## src/rtl/pt_xlate.sv

```systemverilog
module pt_xlate #(
  parameter int VA_W       = 32,
  parameter int PA_W       = 32,
  parameter int PAGE_BYTES = 4096
) (
  input  logic            clk,
  input  logic            rst_n,
  input  logic            req_i,
  input  logic [VA_W-1:0] va_i,
  input  logic            wr_i,
  input  logic            base_ld_i,
  input  logic [PA_W-1:0] base_i,
  output logic            done_o,
  output logic [PA_W-1:0] pa_o,
  output logic            fault_o,
  output logic [1:0]      cause_o,
  output logic            mem_req_o,
  output logic            mem_we_o,
  output logic [PA_W-1:0] mem_addr_o,
  output logic [31:0]     mem_wdata_o,
  input  logic            mem_ack_i,
  input  logic [31:0]     mem_rdata_i
);
  localparam int OFF_W = $clog2(PAGE_BYTES);
  localparam int FRM_W = PA_W - OFF_W;
  localparam int B_RO  = 0;
  localparam int B_MOD = 1;
  localparam int B_VLD = 2;
  localparam logic [1:0] C_NONE = 2'b00, C_NP = 2'b01, C_RO = 2'b10;

  typedef enum logic [2:0] {S_IDLE, S_FETCH, S_CHECK, S_UPDATE, S_DONE} st_t;
  st_t st;

  logic [PA_W-1:0]  base_q, ent_addr_q;
  logic [OFF_W-1:0] off_q;
  logic             wr_q;
  logic [31:0]      pte_q;
  logic [FRM_W-1:0] frame;

  assign frame = pte_q[FRM_W+2:3];

  always_ff @(posedge clk) begin
    if (!rst_n) begin
      st         <= S_IDLE;
      base_q     <= '0;
      ent_addr_q <= '0;
      off_q      <= '0;
      wr_q       <= 1'b0;
      pte_q      <= '0;
      pa_o       <= '0;
      fault_o    <= 1'b0;
      cause_o    <= C_NONE;
    end else begin
      case (st)
        S_IDLE: begin
          if (base_ld_i) base_q <= base_i;
          if (req_i) begin
            ent_addr_q <= base_q + PA_W'(va_i[VA_W-1:OFF_W]);
            off_q      <= va_i[OFF_W-1:0];
            wr_q       <= wr_i;
            st         <= S_FETCH;
          end
        end
        S_FETCH: if (mem_ack_i) begin
          pte_q <= mem_rdata_i;
          st    <= S_CHECK;
        end
        S_CHECK: begin
          if (!pte_q[B_VLD]) begin
            fault_o <= 1'b1; cause_o <= C_NP; pa_o <= '0;
            st <= S_DONE;
          end else if (wr_q && pte_q[B_RO]) begin
            fault_o <= 1'b1; cause_o <= C_RO; pa_o <= '0;
            st <= S_DONE;
          end else begin
            fault_o <= 1'b0; cause_o <= C_NONE; pa_o <= {frame, off_q};
            st <= (wr_q && !pte_q[B_MOD]) ? S_UPDATE : S_DONE;
          end
        end
        S_UPDATE: if (mem_ack_i) st <= S_DONE;
        default: st <= S_IDLE;
      endcase
    end
  end

  assign done_o      = (st == S_DONE);
  assign mem_req_o   = (st == S_FETCH) || (st == S_UPDATE);
  assign mem_we_o    = (st == S_UPDATE);
  assign mem_addr_o  = ent_addr_q;
  assign mem_wdata_o = pte_q | (32'd1 << B_MOD);

  p_one_done_r8: assert property (@(posedge clk) disable iff (!rst_n)
    done_o |=> !done_o);
  p_fault_cause_r3: assert property (@(posedge clk) disable iff (!rst_n)
    done_o |-> (fault_o == (cause_o != C_NONE)));
  p_wb_data_r4: assert property (@(posedge clk) disable iff (!rst_n)
    (mem_req_o && mem_we_o) |-> (mem_wdata_o[B_VLD] && !mem_wdata_o[B_RO] && mem_wdata_o[B_MOD]));
  p_req_hold_r2: assert property (@(posedge clk) disable iff (!rst_n)
    (mem_req_o && !mem_ack_i) |=> (mem_req_o && $stable(mem_addr_o) && $stable(mem_we_o)));
  p_base_busy_r9: assert property (@(posedge clk) disable iff (!rst_n)
    (st != S_IDLE) |=> $stable(base_q));
  p_no_mem_on_done_r8: assert property (@(posedge clk) disable iff (!rst_n)
    done_o |-> !mem_req_o);
endmodule

```

## config.mk

```make
export PLATFORM = sky130hd
export DESIGN_NAME = pt_xlate
export DESIGN_NICKNAME = d
export VERILOG_FILES = /design/src/rtl/pt_xlate.sv
export SDC_FILE = /design/constraint.sdc
export NUM_CORES = 1
export LEC_CHECK = 0
export CAP_MARGIN = 20
export CORE_MARGIN = 2
export CORE_UTILIZATION = 30
export DETAILED_ROUTE_END_ITERATION = 8
export PLACE_DENSITY = 0.64
export SKIP_CTS_REPAIR_TIMING = 1
export SLEW_MARGIN = 20
export SYNTH_ARGS = -nofsm -noshare
export SYNTH_HDL_FRONTEND = slang
export SYNTH_SLANG_ARGS = --single-unit
```

## constraint.sdc

```tcl
create_clock -name clk -period 2.35 [get_ports clk]
set_input_delay 0.235 -clock clk [delete_from_list [all_inputs] [get_ports clk]]
set_output_delay 0.235 -clock clk [all_outputs]
set_load 0.01 [all_outputs]
```

==> results.sh <==
export IMPL_hold_violations=0
export IMPL_vias=6312
export IMPL_synth_simple_area_share_pct=20.37
export IMPL_rows=54
export IMPL_crit_arrival_ns=2.71
export IMPL_grt_first_pass_wirelength_microns=30080
export IMPL_place_hpwl_microns=13720
export IMPL_synthToLayoutAreaGrowth_pct=51.35
export IMPL_cts_sinks=147
export IMPL_route_detailed_drc=0
export IMPL_maxSlewHeadroom_pct=43.10
export IMPL_synthAdderAreaFrac_pct=4.092
export IMPL_cp_required_ns=2.67
export IMPL_drtIter0Drc=292
export IMPL_start_util_pct=30.45
export IMPL_slew_violations=0
export IMPL_die_h_microns=152.4
export IMPL_path_cells="ha_4 -> fa_2 -> a21o_1 -> a221oi_2 -> buf_4 -> o211ai_1 -> a31oi_2 -> or2_4 -> nand4_1 -> o311ai_2"
export IMPL_cp_start_kind="flop"
export IMPL_cts_tree="yes"
export IMPL_crit_path_top_delay_cell="fa_2"
export IMPL_p_per_area_mw_per_mm2=705.9
export IMPL_synth_edf_count=0
export IMPL_post_route_period_util_pct=101.4
export IMPL_setup_ws_ns=-0.03405
export IMPL_antenna_found_initial=1
export IMPL_clk_pin_slew_ns=0.06
export IMPL_violations="setup timing"
export IMPL_htreeDepth=4
export IMPL_core_area_sq_mm=0.02169
export IMPL_utilization_pct=46.08
export IMPL_num_nets_final=1154
export IMPL_finalNonFillerCells=1323
export IMPL_synth_avg_cell_area_sq_um=8.073
export IMPL_syn_num_nets=941
export IMPL_hold_path_class="in2reg"
export IMPL_overflow=0
export IMPL_status="complete, but fails checks"
export IMPL_place_ws_ns=-0.5335
export IMPL_ys_types=55
export IMPL_synth_compound_area_share_pct=20.80
export IMPL_antennaDiodeCount=0
export IMPL_clk_latency_ns=0.42
export IMPL_ys_warnings_count=0
export IMPL_io_pins=204
export IMPL_grt_pass1_vias=5948
export IMPL_cts_buffer_depth=2
export IMPL_grt_usage_pct=15.91
export IMPL_synthXorXnorAreaFrac_pct=2.918
export IMPL_syn_area_sq_mm=0.006604
export IMPL_fillerInstances=2132
export IMPL_numCtsBuffers=17
export IMPL_finClkSkew_ns=0.007534
export IMPL_synth_area_mux_share_pct=0
export IMPL_wirelength_microns=19450
export IMPL_layout_min_cycle_time_ns=2.384
export IMPL_timing_critical_path_slowest_cell_delay_ns=0.36
export IMPL_end_kind="flop"
export IMPL_critPathBufInv=1
export IMPL_totalPowerFinal_mw=7.055
export IMPL_ir_drop_mv=0.4089
export IMPL_synth_seq_cells=147
export IMPL_worst_slew_pin_slew_ns=0.8535
export IMPL_dr_pass1_iters=6
export IMPL_max_freq_mhz=419.5
export IMPL_synth_ff_type="dfxtp_1"
export IMPL_rsz0062_at_grt="true"
export IMPL_synthArstFlopShare_pct=0
export IMPL_synth_top_family_by_area="compound AO/OA/AOI/OAI gates"
export IMPL_dieArea_sq_mm=0.02322
export IMPL_path_class="reg2reg"
export IMPL_routed_via_density=4.771
export IMPL_dp_cells=1289
export IMPL_leakagePower_nw=3.766
export IMPL_drive_gt1_share_pct=13.61
export IMPL_die_w_microns=152.4
export IMPL_max_cap_violations=0
export IMPL_grt_max_degree=50
export IMPL_clock_root_buffer="clkbuf_16"
export IMPL_cp_top_family="compound AO/OA/AOI/OAI gates"
export IMPL_yosysSeqAreaShare_pct=44.56
export IMPL_gp_congestion=0.8906
export IMPL_setup_viol=1
export IMPL_wire_per_inst_microns=14.70
export IMPL_io_buffers=202
export IMPL_crit_fanout=4
export IMPL_postSynthCellCount=818
export IMPL_drtAntennaViolNets=0
==> routing by layer <==
metal | wire [microns] | vias up | global-route usage (%) | part of all wire (%)
met5 | 12 | - | 0 | 0.062
met4 | 301 | 2 | 4.940 | 1.5
met3 | 1152 | 26 | 4.522 | 5.9
met2 | 8975 | 183 | 26.13 | 46
met1 | 9003 | 2898 | 20.28 | 46
li1 | - | 3203 | - | -
==> logic make-up after synthesis <==
family          count (synthesis)
buf+inv                        94
flops                         147
xor+xnor                       22
compound gates                217
fa+ha+maj                      21
other cells                     1
simple gates                  316
==> cell type report <==
class / instances / area, sq um / area share, %
clock inverters: 14 / 249.0 / 2.491
well taps: 280 / 350.3 / 3.505
flip-flops and latches: 147 / 2947 / 29.48
inverters: 10 / 40.04 / 0.4006
repair buffers: 278 / 2620 / 26.21
multi-input cells: 577 / 3363 / 33.65
clock buffers: 17 / 425.4 / 4.256
==> cell usage in the layout, fill, tap and decap left out, types with 8 or more instances in the layout <==
| cell | netlist | layout |
|---|---|---|
| clkdlybuf4s50_1 | 0 | 201 |
| nand2_1 | 199 | 199 |
| dfxtp_1 | 147 | 144 |
| a21oi_1 | 110 | 109 |
| buf_4 | 32 | 74 |
| nor2_1 | 53 | 53 |
| a22oi_1 | 32 | 32 |
| o21ai_0 | 20 | 17 |
| clkbuf_16 | 0 | 17 |
| nand3_1 | 15 | 15 |
| a21o_1 | 14 | 14 |
| xnor2_1 | 13 | 13 |
| ha_1 | 20 | 12 |
| nand4_1 | 11 | 11 |
| inv_1 | 9 | 9 |
| xor2_1 | 9 | 9 |
| ha_4 | 0 | 8 |
==> power breakdown <==
part,switching [mW],internal [mW]
Sequential,0.0977,2.62
Combinational,0.564,0.625
Clock,1.14,2.01
Total,1.80,5.26
==> worst reg2reg max path, delay by kind of cell, from the launching register on <==
| family | cells | cell delay, ns |
|---|---|---|
| and+or+nand+nor | 2 | 0.28 |
| buffers and inverters | 1 | 0.16 |
| AOI/OAI and AO/OA | 5 | 1.00 |
| DFF | 1 | 0.33 |
| adders and majority gates | 2 | 0.52 |
==> synthesized netlist by cell type (all sizes together) (9+ instances only) <==
master | instances | share of area (%)
nand2 | 199 | 11
dfxtp | 147 | 45
a21oi | 110 | 8.3
nor2 | 54 | 3.2
clkbuf | 50 | 2.8
buf | 34 | 3.8
a22oi | 32 | 3.6
o21ai | 22 | 1.7
ha | 20 | 3.8
nand3 | 15 | 1.1
a21o | 14 | 1.6
xnor2 | 13 | 1.7
nand4 | 12 | 1.2
inv | 9 | 0.51
xor2 | 9 | 1.2
==> path summary, 6_finish.rpt <==
check,start,end,slack [ns],cells past startpoint
hold / removal,base_i[8],base_q[8],0.36,3
setup reg to reg,base_q[0],mem_addr_o[22],-0.03,10
setup / recovery,base_q[0],mem_addr_o[22],-0.03,10
hold reg to reg,mem_addr_o[3],mem_addr_o[3],0.45,2
==> flip-flops by register name, indices dropped and copies added, names as in the netlist, 2 cells and up <==
name,flops
pte_q,32
base_q,32
off_q,12
mem_addr_o,32
st,3
cause_o,2
pa_o,32
==> per-stage QoR <==
step                area [sq um]  hold slack, ns  TNS [ns]
CTS                         9796          0.3359   -0.8566
detailed placement          9121          0.4437    -7.991
global placement            9121          0.4399    -7.185
global route                9995          0.3454   -0.5537
floorplan                   6610          0.3710         0
finish                      9995          0.3589  -0.03405
(Power assumes the default switching activity.)
